==> config.mk <==
export PLATFORM = sky130hd
export DESIGN_NAME = adc_seq_top
export DESIGN_NICKNAME = d
export VERILOG_FILES = /design/src/rtl/adc_seq_pkg.sv /design/src/rtl/adc_ctrl_reg.sv /design/src/rtl/adc_seq_ctrl.sv /design/src/rtl/adc_result_bank.sv /design/src/rtl/adc_seq_top.sv
export SDC_FILE = /design/constraint.sdc
export NUM_CORES = 1
export LEC_CHECK = 0
export BUFFER_PORTS_ARGS = -buffer_cell sky130_fd_sc_hd__buf_2
export CORE_MARGIN = 2
export CORE_UTILIZATION = 45
export DETAILED_ROUTE_END_ITERATION = 10
export PLACE_DENSITY = 0.7
export SETUP_SLACK_MARGIN = 0.05
export SLEW_MARGIN = 20
export SYNTH_ARGS = -nofsm -noshare
export SYNTH_HDL_FRONTEND = slang
export SYNTH_SLANG_ARGS = --single-unit
export TNS_END_PERCENT = 5
==> constraint.sdc <==
create_clock -name clk -period 1.85 [get_ports clk]
set_input_delay 0.37 -clock clk [delete_from_list [all_inputs] [get_ports clk]]
set_output_delay 0.37 -clock clk [all_outputs]
set_load 0.05 [all_outputs]
==> src/rtl/adc_seq_pkg.sv <==
`timescale 1ns/1ps
// Package: shared types for the ADC conversion sequencer.
// Assumes an 8-bit control/status byte whose bit order software relies on.
package adc_seq_pkg;

    // Control/status byte; field order is the bus bit order (bit 7 first).
    typedef struct packed {
        logic       flag;   // bit 7: end of conversion / pass
        logic       ie;     // bit 6: interrupt enable
        logic       start;  // bit 5: run
        logic       scan;   // bit 4: scan mode
        logic       cks;    // bit 3: short conversion time
        logic [2:0] ch;     // bits 2..0: channel
    } ctrl_reg_t;

    // Sequencer states.
    typedef enum logic [0:0] {
        SEQ_IDLE = 1'b0,
        SEQ_BUSY = 1'b1
    } seq_state_e;

endpackage

==> src/rtl/adc_ctrl_reg.sv <==
`timescale 1ns/1ps
// Module: adc_ctrl_reg
// Holds the control/status byte. Software writes bits 6..0 directly.
// Bit 7 can only be cleared by writing 0; hardware sets it on pass_done.
// single_end clears start unless a bus write lands in the same cycle.
// Assumes pass_done and single_end are single-cycle pulses.
module adc_ctrl_reg
    import adc_seq_pkg::*;
(
    input  logic       clk,
    input  logic       rst_n,
    input  logic       wr_en,
    input  logic [7:0] wdata,
    input  logic       pass_done,
    input  logic       single_end,
    output ctrl_reg_t  ctrl
);

    // Update the control fields from the bus or from sequencer events.
    always_ff @(posedge clk) begin
        if (!rst_n) begin
            ctrl <= '0;
        end else begin
            if (wr_en) begin
                ctrl.ie    <= wdata[6];
                ctrl.start <= wdata[5];
                ctrl.scan  <= wdata[4];
                ctrl.cks   <= wdata[3];
                ctrl.ch    <= wdata[2:0];
            end else if (single_end) begin
                ctrl.start <= 1'b0;
            end
            if (pass_done) begin
                ctrl.flag <= 1'b1;
            end else if (wr_en && !wdata[7]) begin
                ctrl.flag <= 1'b0;
            end
        end
    end

    // the flag only rises after a completed conversion or pass.
    assert_flag_source_R2: assert property (@(posedge clk) disable iff (!rst_n)
        $rose(ctrl.flag) |-> $past(pass_done));

    // writing 1 to bit 7 never raises the flag.
    assert_flag_write_one_R2: assert property (@(posedge clk) disable iff (!rst_n)
        (wr_en && wdata[7] && !ctrl.flag && !pass_done) |=> !ctrl.flag);

    // a finished single conversion stops the run.
    assert_single_stops_R3: assert property (@(posedge clk) disable iff (!rst_n)
        (single_end && !wr_en) |=> !ctrl.start);

endmodule

==> src/rtl/adc_seq_ctrl.sv <==
`timescale 1ns/1ps
// Module: adc_seq_ctrl
// Drives the converter handshake. The request stays high for the whole
// conversion, and the channel and time are held steady. After each done
// strobe the request drops for one cycle before the next launch.
// Assumes the converter resets itself whenever the request is low.
module adc_seq_ctrl
    import adc_seq_pkg::*;
#(
    parameter int CH_W   = 3,
    parameter int DATA_W = 10,
    parameter int TIME_W = 9,
    parameter int T_SLOW = 266,
    parameter int T_FAST = 134
) (
    input  logic              clk,
    input  logic              rst_n,
    input  logic              start,
    input  logic              scan,
    input  logic              cks,
    input  logic [CH_W-1:0]   ch_sel,
    input  logic              cnv_done,
    input  logic [DATA_W-1:0] cnv_result,
    output logic              cnv_req,
    output logic [CH_W-1:0]   cnv_chan,
    output logic [TIME_W-1:0] cnv_time,
    output logic              store_en,
    output logic [CH_W-2:0]   store_idx,
    output logic [DATA_W-1:0] store_data,
    output logic              pass_done,
    output logic              single_end
);

    localparam int GRP_W = CH_W - 1;

    seq_state_e        state_q;
    logic              mode_q;    // 1 = scan for the running sequence
    logic              in_pass_q; // a scan sequence is in progress
    logic [CH_W-1:0]   chan_q;
    logic [CH_W-1:0]   last_q;
    logic [TIME_W-1:0] time_q;
    logic              is_last;

    assign is_last = (chan_q == last_q);

    // Launch, abort and advance the conversion sequence.
    always_ff @(posedge clk) begin
        if (!rst_n) begin
            state_q   <= SEQ_IDLE;
            mode_q    <= 1'b0;
            in_pass_q <= 1'b0;
            chan_q    <= '0;
            last_q    <= '0;
            time_q    <= '0;
        end else begin
            case (state_q)
                SEQ_IDLE: begin
                    if (start) begin
                        state_q <= SEQ_BUSY;
                        time_q  <= cks ? TIME_W'(T_FAST) : TIME_W'(T_SLOW);
                        if (!in_pass_q) begin
                            mode_q <= scan;
                            last_q <= ch_sel;
                            chan_q <= scan ? {ch_sel[CH_W-1], {GRP_W{1'b0}}} : ch_sel;
                        end
                    end else begin
                        in_pass_q <= 1'b0;
                    end
                end
                default: begin
                    if (!start) begin
                        state_q   <= SEQ_IDLE;
                        in_pass_q <= 1'b0;
                    end else if (cnv_done) begin
                        state_q <= SEQ_IDLE;
                        if (!mode_q) begin
                            in_pass_q <= 1'b0;
                        end else begin
                            in_pass_q <= 1'b1;
                            chan_q    <= is_last ? {chan_q[CH_W-1], {GRP_W{1'b0}}}
                                                 : chan_q + 1'b1;
                        end
                    end
                end
            endcase
        end
    end

    // Converter handshake and result routing.
    always_comb begin
        cnv_req    = (state_q == SEQ_BUSY);
        cnv_chan   = chan_q;
        cnv_time   = time_q;
        store_en   = cnv_req && start && cnv_done;
        store_idx  = chan_q[GRP_W-1:0];
        store_data = cnv_result;
        pass_done  = store_en && (!mode_q || is_last);
        single_end = store_en && !mode_q;
    end

    // once start is low, the request is gone on the next cycle.
    assert_req_drops_R5: assert property (@(posedge clk) disable iff (!rst_n)
        !start |=> !cnv_req);

    // the channel and time are steady while a request is held.
    assert_chan_steady_R4: assert property (@(posedge clk) disable iff (!rst_n)
        (cnv_req && $past(cnv_req)) |-> ($stable(cnv_chan) && $stable(cnv_time)));

    // only the two legal conversion times are ever requested.
    assert_time_legal_R10: assert property (@(posedge clk) disable iff (!rst_n)
        cnv_req |-> (cnv_time == TIME_W'(T_SLOW) || cnv_time == TIME_W'(T_FAST)));

endmodule

==> src/rtl/adc_result_bank.sv <==
`timescale 1ns/1ps
// Module: adc_result_bank
// Result registers holding left-justified codes, plus the low-byte
// holding register and the byte read mux. A high-byte read copies
// the low byte into the holding register at the clock edge.
// Assumes byte offset 2k is the high byte and 2k+1 the low byte of register k.
module adc_result_bank #(
    parameter int NUM_REGS = 4,
    parameter int DATA_W   = 10,
    parameter int REG_W    = 16
) (
    input  logic                        clk,
    input  logic                        rst_n,
    input  logic                        standby,
    input  logic                        store_en,
    input  logic [$clog2(NUM_REGS)-1:0] store_idx,
    input  logic [DATA_W-1:0]           store_data,
    input  logic                        rd_en,
    input  logic [$clog2(NUM_REGS):0]   rd_addr,
    output logic [7:0]                  rd_data
);

    localparam int IDX_W = $clog2(NUM_REGS);
    localparam int PAD_W = REG_W - DATA_W;

    logic [DATA_W-1:0] res_q [NUM_REGS];
    logic [REG_W-1:0]  sel_word;
    logic [7:0]        temp_q;
    logic              hi_read;

    // One register per pair of channels.
    for (genvar i = 0; i < NUM_REGS; i++) begin : g_reg
        // Load on a matching store; standby or reset empties it.
        always_ff @(posedge clk) begin
            if (!rst_n || standby) begin
                res_q[i] <= '0;
            end else if (store_en && store_idx == IDX_W'(i)) begin
                res_q[i] <= store_data;
            end
        end

        // standby leaves the register empty.
        assert_standby_clear_R11: assert property (@(posedge clk) disable iff (!rst_n)
            standby |=> (res_q[i] == '0));
    end

    assign hi_read  = rd_en && !rd_addr[0];
    assign sel_word = {res_q[rd_addr[IDX_W:1]], {PAD_W{1'b0}}};

    // Capture the low byte when the high byte is read.
    always_ff @(posedge clk) begin
        if (!rst_n || standby) begin
            temp_q <= '0;
        end else if (hi_read) begin
            temp_q <= sel_word[7:0];
        end
    end

    // Byte read mux: high byte live, low byte from the holding register.
    assign rd_data = rd_addr[0] ? temp_q : sel_word[REG_W-1:REG_W-8];

    // the holding register only changes on a high-byte read or standby.
    assert_temp_hold_R8: assert property (@(posedge clk) disable iff (!rst_n)
        (!hi_read && !standby) |=> $stable(temp_q));

    // pad bits of the holding register stay zero.
    assert_pad_zero_R7: assert property (@(posedge clk) disable iff (!rst_n)
        temp_q[PAD_W-1:0] == '0);

endmodule

==> src/rtl/adc_seq_top.sv <==
`timescale 1ns/1ps
// Module: adc_seq_top
// Top of the ADC conversion sequencer. Decodes the byte bus onto the
// control register and the result bank, and wires the sequencer to the
// converter handshake. Offsets 0..7 hold results, and offset 8 is control.
// Assumes one bus access per cycle and that reads have no side effect
// beyond the low-byte latch.
module adc_seq_top
    import adc_seq_pkg::*;
#(
    parameter int NUM_CH   = 8,
    parameter int DATA_W   = 10,
    parameter int TIME_W   = 9,
    parameter int T_SLOW   = 266,
    parameter int T_FAST   = 134
) (
    input  logic              clk,
    input  logic              rst_n,
    input  logic              standby,
    input  logic [3:0]        bus_addr,
    input  logic              bus_wr,
    input  logic              bus_rd,
    input  logic [7:0]        bus_wdata,
    output logic [7:0]        bus_rdata,
    output logic              irq,
    output logic              cnv_req,
    output logic [2:0]        cnv_chan,
    output logic [TIME_W-1:0] cnv_time,
    input  logic              cnv_done,
    input  logic [DATA_W-1:0] cnv_result
);

    localparam int CH_W     = $clog2(NUM_CH);
    localparam int NUM_REGS = NUM_CH / 2;
    localparam int IDX_W    = $clog2(NUM_REGS);
    localparam logic [3:0] CTRL_OFS = 4'h8;

    ctrl_reg_t         ctrl;
    logic              ctrl_wr;
    logic              bank_rd;
    logic [7:0]        bank_data;
    logic              store_en;
    logic [IDX_W-1:0]  store_idx;
    logic [DATA_W-1:0] store_data;
    logic              pass_done;
    logic              single_end;

    assign ctrl_wr = bus_wr && (bus_addr == CTRL_OFS);
    assign bank_rd = bus_rd && !bus_addr[3];

    adc_ctrl_reg i_ctrl (
        .clk        (clk),
        .rst_n      (rst_n),
        .wr_en      (ctrl_wr),
        .wdata      (bus_wdata),
        .pass_done  (pass_done),
        .single_end (single_end),
        .ctrl       (ctrl)
    );

    adc_seq_ctrl #(
        .CH_W   (CH_W),
        .DATA_W (DATA_W),
        .TIME_W (TIME_W),
        .T_SLOW (T_SLOW),
        .T_FAST (T_FAST)
    ) i_seq (
        .clk        (clk),
        .rst_n      (rst_n),
        .start      (ctrl.start),
        .scan       (ctrl.scan),
        .cks        (ctrl.cks),
        .ch_sel     (ctrl.ch),
        .cnv_done   (cnv_done),
        .cnv_result (cnv_result),
        .cnv_req    (cnv_req),
        .cnv_chan   (cnv_chan),
        .cnv_time   (cnv_time),
        .store_en   (store_en),
        .store_idx  (store_idx),
        .store_data (store_data),
        .pass_done  (pass_done),
        .single_end (single_end)
    );

    adc_result_bank #(
        .NUM_REGS (NUM_REGS),
        .DATA_W   (DATA_W),
        .REG_W    (16)
    ) i_bank (
        .clk        (clk),
        .rst_n      (rst_n),
        .standby    (standby),
        .store_en   (store_en),
        .store_idx  (store_idx),
        .store_data (store_data),
        .rd_en      (bank_rd),
        .rd_addr    (bus_addr[IDX_W:0]),
        .rd_data    (bank_data)
    );

    // Byte read mux across the bank and the control byte.
    always_comb begin
        if (!bus_addr[3])            bus_rdata = bank_data;
        else if (bus_addr == CTRL_OFS) bus_rdata = ctrl;
        else                         bus_rdata = 8'h00;
    end

    assign irq = ctrl.flag && ctrl.ie;

    // an interrupt is only raised while enabled.
    assert_irq_enabled_R9: assert property (@(posedge clk) disable iff (!rst_n)
        irq |-> (bus_addr != CTRL_OFS || !bus_rd || bus_rdata[6]));

endmodule

Yosys cells after proc, flatten, opt, wreduce, memory -nomap -nowiden
Memories as Yosys holds them, arrays and structs flattened. Index checks and enable logic that the tools add are counted.

Input bits: 28. Bits in writable memories: 40. Bits in registers: 28. Output and inout port bits: 22. Memories kept: 1.

Memory list: i_bank.res_q (depth 4, bits a word 10, read ports 1, clocked after memory_dff 0, wr ports 4, RTL line adc_result_bank.sv:26) `logic [DATA_W-1:0] res_q [NUM_REGS];`.

Equal/unequal tests: 11. Add/sub/neg operators: 1. Bitwise operators: 6. Reduce and logical (&&, ||, !) cells: 28. Multiplexer cells: 43.

Operators by type and width (number): $mux W10 (4); $mux W1 (27); $mux W8 (3); $mux W3 (7); $logic_and A1 B1 Y1 (13); $mux W9 (1); $ne A2 B2 Y1 const B (4); $logic_not A1 Y1 (5); $reduce_and A5 Y1 (1); $eq A2 B2 Y1 const B (2); $eq A4 B4 Y1 const B (1); $ne A2 B1 Y1 const B (2); $or A1 B1 Y1 (4); $reduce_and A2 Y1 (2); $reduce_and A4 Y1 (1); $reduce_bool A2 Y1 (2); $add A3 B1 Y3 const B (1); $eq A3 B3 Y1 (1); $reduce_and A3 Y1 (1); $eq A2 B1 Y1 const B (1); $logic_not A2 Y1 (1); $logic_or A1 B1 Y1 (2); $mux W2 (1); $not A1 Y1 (2).

Longest topological paths before layout
Gate-level depths: netlist of run 1.

Depth after elaboration: 7. Mapped depth: 5. Mapped depth without buffers: 5.

By module
From an unflattened synthesis of run 1, not the netlist that was laid out.

Cells, all modules: 260. Area, all modules: 3178.0 µm².

Modules (own cells, without submodules): adc_result_bank (times used 1, cells an instance 122, seq. area each 1241.2 µm², area an instance 1941.9 µm²); adc_seq_ctrl (times used 1, cells an instance 80, seq. area each 240.2 µm², area an instance 716.9 µm²); adc_ctrl_reg (times used 1, cells an instance 26, seq. area each 160.2 µm², area an instance 304.0 µm²); adc_seq_top (times used 1, cells an instance 32, seq. area each 0.0 µm², area an instance 215.2 µm²).

Worst setup path after synthesis of run 1
No wires, ideal clock.

Path kind: input to output. From: in bus_addr[1]. To: out bus_rdata[6]. Setup slack: -0.486 ns. Arrival time: 1.966 ns. Path buffers: 1. Cell stages on the path: 4. Cell sequence: buf_6 mux4_1 mux2i_1 o21ai_0.

Longest elaborated chain between the ends: 3. Elaborated cells between the ends (all ways): 5. Classes of those cells: eq/ne (1); mux (3); memory (1).

Ends and longest elaborated chain: start, declared (RTL line adc_seq_top.sv:20) `input logic [3:0] bus_addr,`; $mem_v2 Z4 W10 / $eq A4 B4 Y1 (equally long branches); $mux W8, on equally long branches (RTL line adc_result_bank.sv:60, adc_seq_top.sv:105); $mux W8 * (RTL line adc_seq_top.sv:104) `if (!bus_addr[3]) bus_rdata = bank_data;`; end, declared (RTL line adc_seq_top.sv:24) `output logic [7:0] bus_rdata,`.

Mark *: on every way between the ends. The rest lies on a longest branch, timed or not.

Worst setup path after layout of run 1
From: mem i_bank.res_q[2][7]. To: out bus_rdata[5].

Longest elaborated chain between the ends: 3.

Ends and longest elaborated chain: start, declared (RTL line adc_result_bank.sv:26); $mem_v2 Z4 W10; $mux W8 (RTL line adc_result_bank.sv:60) `assign rd_data = rd_addr[0] ? temp_q : sel_word[REG_W-1:REG_W-8];`; $mux W8 (RTL line adc_seq_top.sv:104).

Every way passes these cells.

==> results.json, run 1 <==
{
  "violations": "negative setup slack",
  "holdWs_ns": 0.2734,
  "remaining_drc_errors": 0,
  "hold_buffers": 0,
  "grt_pass1_wl_mm": 10.65,
  "worst_pin_slew_ns": 0.6527,
  "hpwlAfterDp_mm": 4.674,
  "synth_area_per_cell_sq_um": 12.33,
  "setup.worst_path.start_class": "flop",
  "ioPinCount": 50,
  "via_count": 2045,
  "run_status": "complete, but fails checks",
  "netlist_top_cells_area": "edfxtp_1 40%, dfxtp_1 15%, and3_1 8.6%, mux4_1 4.4%, mux4_2 3.8%",
  "first_iter_violations": 126,
  "nets": 330,
  "routed_via_density": 5.382,
  "fillerInstances": 528,
  "rsz0062_at_grt": "true",
  "crit_path_end_kind": "output pin",
  "die_width_microns": 85.42,
  "cts-root-buf": "clkbuf_8",
  "htreeDepth": 3,
  "synth_cells": 242,
  "numCtsBuffers": 9,
  "clk_pin_slew_ns": 0.07,
  "placed_area_sq_mm": 0.003372,
  "antenna_left": 0,
  "antenna_found_initial": 0,
  "synth_cell_types": 39,
  "placement.io_buffers": 45,
  "dieArea_sq_mm": 0.007296,
  "clockBufferDepth": 2,
  "hold_viol": 0,
  "min-delay-path-class": "in2reg",
  "finalWorstSetupSlack_ns": -0.1065,
  "p_total_uw": 2898,
  "crit_type": "reg2out",
  "fin_skew_ns": 0.008969,
  "power_density_mw_per_mm2": 806.4,
  "setup_viol": 8,
  "yosysSeqAreaShare": 0.5503,
  "grt.overflow.total": 0,
  "num_antenna_cells": 0,
  "wl_mm": 6.511,
  "grt_pass1_vias": 2025,
  "irDropWorstVdd_v": 0.0005204,
  "clock-sinks": 62,
  "synth_area_sq_mm": 0.002983,
  "syn_to_final_growth_pct": 20.47,
  "crit_fanout": 1,
  "netlist.area_leader.share": 0.4027,
  "yosysMostFrequentCell": "and3_1",
  "fmax_mhz": 511.1,
  "synth_edf_count": 40,
  "yosys_warnings": 0,
  "gp_congestion": 0.7483,
  "drive_above_1_share": 0.3168,
  "yosys.area.top_type": "edfxtp_1",
  "start_util": 0.4671,
  "cts_tree": "done",
  "worstSkewPairLatency_ns": 0.35,
  "synthArstFlopShare": 0,
  "rows": 29,
  "synthFlopType": "edfxtp_1",
  "netlist_top_cells_count": "41 x and3_1, 40 x edfxtp_1, 22 x dfxtp_1, 20 x nand2_1",
  "grt_max_degree": 41,
  "drt_pass1_iterations": 4,
  "drv_cap": 0,
  "cts_post_setup_buffers_inserted": 0,
  "core-area_sq_mm": 0.006386,
  "leakage_uw": 0.001570,
  "critPathArrivalTime_ns": 1.59,
  "wire_per_inst_microns": 17.13,
  "worst_ep_required_time_ns": 1.48,
  "design_area_sq_mm": 0.003593,
  "synth-seq-cells": 62,
  "fin_crit_sh": 1.058,
  "min_period_ns": 1.957,
  "die_h_microns": 85.42,
  "drv_slew": 0,
  "grt_usage": 0.1953,
  "maxSlewHeadroom": 0.5638
}
[per-layer routing]
metal | vias to the layer above | part of all wire | track usage
li1 | 1015 | - | -
met1 | 961 | 0.44 | 0.2541
met2 | 55 | 0.48 | 0.3018
met3 | 14 | 0.054 | 0.04864
met4 | 0 | 0.025 | 0.1025
met5 | - | 0 | 0
[per-stage QoR]
step | std cells | setup slack (ns) | setup TNS (ns) | util
final | 380 | -0.1065 | -0.6557 | 0.5627
after global routing | 380 | -0.1924 | -1.086 | 0.5627
after CTS | 380 | -0.1220 | -0.8057 | 0.5625
after detailed placement | 364 | -0.2435 | -2.231 | 0.5280
after global placement | 364 | -0.1985 | -1.912 | 0.5280
after floorplan | 245 | -0.1067 | -0.1067 | -
[path summary, 6_finish.rpt]
check	from	to	slack, ns	depth (start not counted)
hold reg to reg	i_seq.cnv_time[1]$_SDFFE_PN0P_	i_seq.cnv_time[1]$_SDFFE_PN0P_	0.45	2
setup / recovery	i_bank.res_q[2][7]$_SDFFCE_PN0P_	bus_rdata[5]	-0.11	3
hold / removal	cnv_done	i_seq.cnv_req$_SDFF_PN0_	0.27	2
setup reg to reg	i_seq.cnv_req$_SDFF_PN0_	i_seq.cnv_chan[2]$_SDFFE_PN0P_	0.39	5
[report_power, final]
part	switching (uW)	internal, uW
Combinational	144	107
Clock	506	618
Sequential	14.7	1510
[area by class of cell]
cell class                      instances  area [sq um]  share of cell area
Clock buffer                           12         135.1             0.03760
Clock inverter                          4         47.55             0.01323
Inverter                                3         11.26            0.003134
Multi-Input combinational cell        158          1204              0.3350
Sequential cell                        62          1642              0.4568
Tap cell                               77         96.34             0.02681
Timing Repair Buffer                   64         457.9              0.1274
[cells in the final DEF, fill, tap and decap left out, types with 3 or more instances in the layout]
cell type and instances:
and3_1 41, buf_12 3, nor2_1 3, buf_6 8, conb_1 4, buf_4 17, a21boi_0 11, inv_1 3
mux4_2 10, xnor2_1 3, a22o_1 6, clkbuf_1 3, a21oi_1 7, nand3_1 11, ha_1 4, clkbuf_8 9
a21o_1 5, mux2i_1 3, edfxtp_1 40, o21ai_0 8, dfxtp_1 22, buf_2 36, nand2_1 20
[cells by family (layout without fill, tap and decap cells)]
kind of cell | count (synthesis) | after routing | synth area share
other | 1 | 4 | 0.001257
adder cells (fa/ha/maj) | 4 | 4 | 0.01678
flip-flops | 62 | 62 | 0.5503
XOR/XNOR | 3 | 3 | 0.008810
multiplexers | 13 | 13 | 0.09186
buffers and inverters | 25 | 83 | 0.04656
AO/OA/AOI/OAI | 47 | 47 | 0.1128
AND/OR/NAND/NOR | 87 | 87 | 0.1716
[critical path, cell delays in order (launching register included)]
cell and delay (ns):
edfxtp_1 0.38, mux4_2 0.48, a22o_1 0.22, buf_6 0.16
[registers in the layout (all words and copies together) (netlist names)]
signal,flops
i_seq.in_pass_q,1
i_seq.cnv_chan,3
i_bank.temp_q,2
i_bank.res_q,40
i_seq.cnv_req,1
i_seq.cnv_time,3
i_seq.last_q,3
i_seq.mode_q,1
i_ctrl.ctrl,8
[timing repair]
item                       in CTS  in global routing
resized for setup              21                  1
hold endpoints to repair        0                  0
setup endpoints to repair       8                  8
No activity file was read; power rests on OpenSTA's default activity.
==> run 2, diff against run 1 <==
--- a/config.mk
+++ b/config.mk
@@ -5,6 +5,7 @@
 export SDC_FILE = /design/constraint.sdc
 export NUM_CORES = 1
 export LEC_CHECK = 0
+export ABC_AREA = 1
 export BUFFER_PORTS_ARGS = -buffer_cell sky130_fd_sc_hd__buf_2
 export CORE_MARGIN = 2
 export CORE_UTILIZATION = 45
==> results.json, run 2 <==
{
  "run_status": "finished clean",
  "worstSkewPairLatency_ns": 0.33,
  "hpwlAfterDp_mm": 4.862,
  "synth_xor_area_frac": 0.002974,
  "placed_area_sq_mm": 0.003324,
  "rsz0062_at_grt": "true",
  "crit_fanout": 1,
  "fin_crit_sh": 0.9646,
  "leakage_uw": 0.001592,
  "r2r_slack_ns": 0.22,
  "synth_cell_types": 30,
  "fmax_mhz": 560.4,
  "rr_startpoint": "i_seq.cnv_req$_SDFF_PN0_",
  "clockBufferDepth": 2,
  "remaining_drc_errors": 0,
  "synth_top_family_by_area": "simple AND/OR/NAND/NOR gates",
  "maxSlewHeadroom": 0.5715,
  "synth-simple-area-share": 0.1912,
  "irDropWorstVdd_v": 0.0005660,
  "critPathArrivalTime_ns": 1.41,
  "fin_skew_ns": 0.005283,
  "fin_tns_setup_ns": 0,
  "nets": 424,
  "synthFlopType": "edfxtp_1",
  "setup_viol": 0,
  "num_antenna_cells": 0,
  "via_count": 2414,
  "core-area_sq_mm": 0.006350,
  "syn_to_final_growth_pct": 21.54,
  "critPathBufInv": 1,
  "drive_above_1_share": 0.2267,
  "antenna_found_initial": 0,
  "wl_mm": 6.869,
  "netlist_top_cells_area": "edfxtp_1 41%, dfxtp_1 15%, nor2_1 9.2%, o21ai_0 7.8%, inv_1 4.8%",
  "yosys.area.top_type": "edfxtp_1",
  "synthArstFlopShare": 0,
  "grt.overflow.total": 0,
  "crit_chain": "nor2_1 > nor2_1 > o21ai_1 > o21ai_1 > o21ai_1 > o21ai_1 > buf_6",
  "reg2reg_to": "i_bank.res_q[3][2]$_SDFFCE_PN0P_",
  "gp_congestion": 0.8262,
  "hold_buffers": 0,
  "top_regs": "i_bank.res_q (40), i_ctrl.ctrl (8)",
  "dieArea_sq_mm": 0.007208,
  "cpMaxStageDelayCell": "edfxtp_1",
  "largest-register": "i_bank.res_q",
  "die_h_microns": 84.90,
  "hp-start": "cnv_done",
  "cp_top_family": "compound AO/OA/AOI/OAI gates",
  "final_cell_mix": "72 x nor2_1, 40 x edfxtp_1, 38 x buf_2",
  "setup.worst_path.start_class": "flop",
  "synth_area_per_cell_sq_um": 8.871,
  "rows": 29,
  "grt_max_degree": 22,
  "crit_path_end_kind": "output pin",
  "drv_slew": 0,
  "post-place-ws_ns": -0.1039,
  "cts_tree": "done",
  "ioPinCount": 50,
  "synth-compound-area-share": 0.1415,
  "drt_pass1_iterations": 5,
  "crit_type": "reg2out",
  "finalWorstSetupSlack_ns": 0.06549,
  "grt_pass1_vias": 2395,
  "slowest_delay_ns": 0.37,
  "numCtsBuffers": 9,
  "p_total_uw": 3136,
  "worstHoldPathCells": 2,
  "synth-seq-cells": 62,
  "drv_cap": 0,
  "final_cells": 474,
  "routed_via_density": 5.093,
  "yosysSeqAreaShare": 0.5573,
  "r2r_cells": 4,
  "wire_per_inst_microns": 14.49,
  "crit_top_cell": "o21ai_1",
  "synth_edf_count": 40,
  "synth_area_sq_mm": 0.002945,
  "worst_ep_required_time_ns": 1.48,
  "grt_pass1_wl_mm": 11.10,
  "muxShareOfSynthArea": 0,
  "clk_pin_slew_ns": 0.06,
  "mostFrequentLayoutCell": "nor2_1",
  "placement.io_buffers": 45,
  "min_to": "i_seq.cnv_req$_SDFF_PN0_",
  "die_width_microns": 84.90,
  "hold_viol": 0,
  "htreeDepth": 3,
  "min-delay-path-class": "in2reg",
  "clock-sinks": 62,
  "grt_usage": 0.2013,
  "design_area_sq_mm": 0.003580,
  "synth_cells": 332,
  "min_period_ns": 1.785,
  "worst_pin_slew_ns": 0.6426,
  "synthAdderAreaFrac": 0.01699,
  "yosys_warnings": 0,
  "largest_reg_flops": 40,
  "power_density_mw_per_mm2": 876.0,
  "dp.cells": 458,
  "antenna_left": 0,
  "netlist.area_leader.share": 0.4078,
  "start_util": 0.4638,
  "netlist_top_cells_count": "72 x nor2_1, 46 x o21ai_0, 40 x edfxtp_1, 38 x inv_1, 37 x nand2_1",
  "yosysMostFrequentCell": "nor2_1",
  "cts-root-buf": "clkbuf_8",
  "first_iter_violations": 166
}
==> run 2: what timing repair did <==
action / 4_1_cts / 5_1_grt
pin swaps: 0 / 3
resized for setup: 4 / 17
hold endpoints to repair: 0 / 0
setup endpoints to repair: 6 / 8
buffers inserted: 0 / 0
gates cloned: 0 / 0
==> run 2: how the worst max path moves through the flow <==
| stage | start | end | slack, ns | cells after the start |
|---|---|---|---|---|
| 6_report | i_bank.res_q[2][8]$_SDFFCE_PN0P_ | bus_rdata[6] | 0.07 | 7 |
| 5_1_grt | i_bank.res_q[2][8]$_SDFFCE_PN0P_ | bus_rdata[6] | -0.06 | 7 |
| 4_1_cts | i_bank.res_q[2][9]$_SDFFCE_PN0P_ | bus_rdata[7] | 0.02 | 7 |
| 3_5_place_dp | bus_addr[2] | bus_rdata[6] | -0.10 | 8 |
| 3_3_place_gp | bus_addr[2] | bus_rdata[7] | -0.07 | 8 |
| 2_1_floorplan | bus_addr[2] | bus_rdata[6] | -0.07 | 7 |
==> run 2: layout make-up <==
class | instances | area (sq um)
Timing Repair Buffer | 61 | 402.9
Clock buffer | 11 | 141.4
Tap cell | 77 | 96.34
Sequential cell | 62 | 1642
Fill cell | 564 | 2770
Multi-Input combinational cell | 217 | 1065
Inverter | 41 | 158.9
Clock inverter | 5 | 73.82
==> run 2: cells by family after synthesis <==
family / count (synthesis)
simple gates: 128
xor+xnor: 1
buf+inv: 56
flops: 62
other cells: 1
fa+ha+maj: 4
compound gates: 80
==> run 2: layer usage <==
metal	global-route usage	vias up	part of all wire
li1	-	1213	-
met4	0.09524	0	0.018
met2	0.3314	78	0.51
met3	0.04377	12	0.065
met1	0.2535	1111	0.41
met5	0	-	0
==> run 2: stage by stage <==
stage / hold WS (ns) / util
3_5_place_dp: 0.4454 / 0.5235
6_report: 0.2906 / 0.5637
2_1_floorplan: 0.4479 / -
5_1_grt: 0.3066 / 0.5637
3_3_place_gp: 0.4398 / 0.5235
4_1_cts: 0.2777 / 0.5582
==> run 2: power breakdown <==
| part | total, uW | internal, uW | leakage [uW] | switching, uW |
|---|---|---|---|---|
| sequential | 1530 | 1510 | 0.000624 | 17.7 |
| combinational | 317 | 104 | 0.000858 | 213 |
| clock | 1290 | 786 | 0.000111 | 501 |
==> run 3, diff against run 2 <==
--- a/config.mk
+++ b/config.mk
@@ -12,7 +12,6 @@
 export DETAILED_ROUTE_END_ITERATION = 10
 export PLACE_DENSITY = 0.7
 export SETUP_SLACK_MARGIN = 0.05
-export SLEW_MARGIN = 20
 export SYNTH_ARGS = -nofsm -noshare
 export SYNTH_HDL_FRONTEND = slang
 export SYNTH_SLANG_ARGS = --single-unit
==> constraint.sdc (replaced) <==
create_clock -name clk -period 2.2 [get_ports clk]
set_input_delay 0.44 -clock clk [delete_from_list [all_inputs] [get_ports clk]]
set_output_delay 0.44 -clock clk [all_outputs]
set_load 0.05 [all_outputs]
==> results.json, run 3 (same netlist as run 2, synthesis figures left out) <==
{
  "hpwlAfterDp_mm": 4.596,
  "min_period_ns": 2.025,
  "antenna_found_initial": 0,
  "hold_buffers": 0,
  "ioPinCount": 50,
  "setup_viol": 0,
  "holdWs_ns": 0.3421,
  "min-delay-path-class": "in2reg",
  "clock-sinks": 62,
  "top_regs": "i_bank.res_q (40), i_ctrl.ctrl (8)",
  "start_util": 0.4638,
  "die_h_microns": 84.90,
  "post-route-util": 0.5322,
  "largest-register": "i_bank.res_q",
  "dieArea_sq_mm": 0.007208,
  "fmax_mhz": 493.7,
  "power_density_mw_per_mm2": 692.2,
  "worst_pin_slew_ns": 0.5106,
  "drv_slew": 0,
  "numCtsBuffers": 9,
  "largest_reg_flops": 40,
  "placement.io_buffers": 45,
  "wire_per_inst_microns": 13.98,
  "hold_viol": 0,
  "cts_tree": "done",
  "crit_type": "in2out",
  "grt_pass1_vias": 2269,
  "irDropWorstVdd_v": 0.0003842,
  "antenna_left": 0,
  "nets": 413,
  "grt.overflow.total": 0,
  "critPathArrivalTime_ns": 1.59,
  "gp_congestion": 0.8030,
  "worst_ep_required_time_ns": 1.76,
  "maxSlewHeadroom": 0.6588,
  "wl_mm": 6.474,
  "rows": 29,
  "remaining_drc_errors": 0,
  "final_cell_mix": "72 x nor2_1, 46 x o21ai_0, 45 x buf_2",
  "grt_max_degree": 21,
  "drt_pass1_iterations": 5,
  "fin_crit_sh": 0.9207,
  "mostFrequentLayoutCell": "nor2_1",
  "run_status": "finished clean",
  "grt_pass1_wl_mm": 10.62,
  "cts_post_setup_buffers_inserted": 0,
  "routed_via_density": 5.121,
  "fin_skew_ns": 0.007849,
  "first_iter_violations": 204,
  "drv_cap": 0,
  "syn_to_final_growth_pct": 14.74,
  "crit_path_end_kind": "output pin",
  "worstSkewPairLatency_ns": 0.33,
  "p_total_uw": 2339,
  "setup.worst_path.start_class": "primary input",
  "htreeDepth": 3,
  "rsz0062_at_grt": "false",
  "grt_usage": 0.1938,
  "drive_above_1_share": 0.1891,
  "cts-root-buf": "clkbuf_8",
  "crit_fanout": 16,
  "num_antenna_cells": 0,
  "clk_pin_slew_ns": 0.06,
  "core-area_sq_mm": 0.006350,
  "leakage_uw": 0.001490,
  "via_count": 2371,
  "clockBufferDepth": 2,
  "die_width_microns": 84.90
}
-- run 3: changes by cell type in the layout (fill, tap and decap cells not counted), sizes merged --
cell / change
buf: -10
clkbuf: +4
clkinv: -3
bufinv: -2
clkinvlp: +1
inv: -1
-- run 3: area by class of cell --
class                      count  area (sq um)
clock buffer                  16         150.1
fill                         607          2970
inverter                      41         162.7
multi-input combinational    217          1054
sequential                    62          1642
tap                           77         96.34
timing repair buffer          50         275.3
-- run 3: power by group --
part / internal [uW] / switching (uW) / leakage (uW)
Clock: 413 / 397 / 0.0000730
Sequential: 1270 / 16.7 / 0.000624
Combinational: 69.1 / 171 / 0.000793
Total: 1760 / 584 / 0.00149
-- run 3: routing by layer --
layer  global-route usage  routed length, microns  vias to the layer above
met4              0.08802                     155                        0
met5                    0                       0                        -
li1                     -                       -                     1190
met2               0.3121                    3112                       61
met3              0.04086                     271                       11
met1               0.2529                    2934                     1109
-- run 3: critical path, stage by stage --
cell	delay (ns)
buf_2	0.14
buf_4	0.21
o21ai_0	0.11
o22ai_1	0.19
nand2_1	0.07
o21ai_0	0.10
buf_2	0.31
-- run 3: worst paths after layout --
kind / startpoint / to / slack, ns / cells after the start
worst max-delay path: bus_addr[1] / bus_rdata[2] / 0.17 / 7
worst min register to register: i_seq.cnv_time[1]$_SDFFE_PN0P_ / i_seq.cnv_time[1]$_SDFFE_PN0P_ / 0.45 / 2
worst min-delay path: cnv_done / i_seq.cnv_req$_SDFF_PN0_ / 0.34 / 2
worst max register to register: i_seq.cnv_req$_SDFF_PN0_ / i_bank.res_q[0][5]$_SDFFCE_PN0P_ / 0.44 / 4
-- run 3: through the flow --
stage	setup TNS (ns)	setup slack [ns]	cell area, sq um	cells
global placement	0	0.2014	3226	447
detailed placement	0	0.1657	3226	447
CTS	0	0.1608	3376	463
finish	0	0.1745	3379	463
global route	0	0.06157	3379	463
floorplan	-1.278	-0.1321	2957	335
-- run 3: what timing repair did --
action,in CTS,in global routing
endpoints found under the setup margin,0,4
endpoints found under the hold margin,0,0
resized for setup,0,1
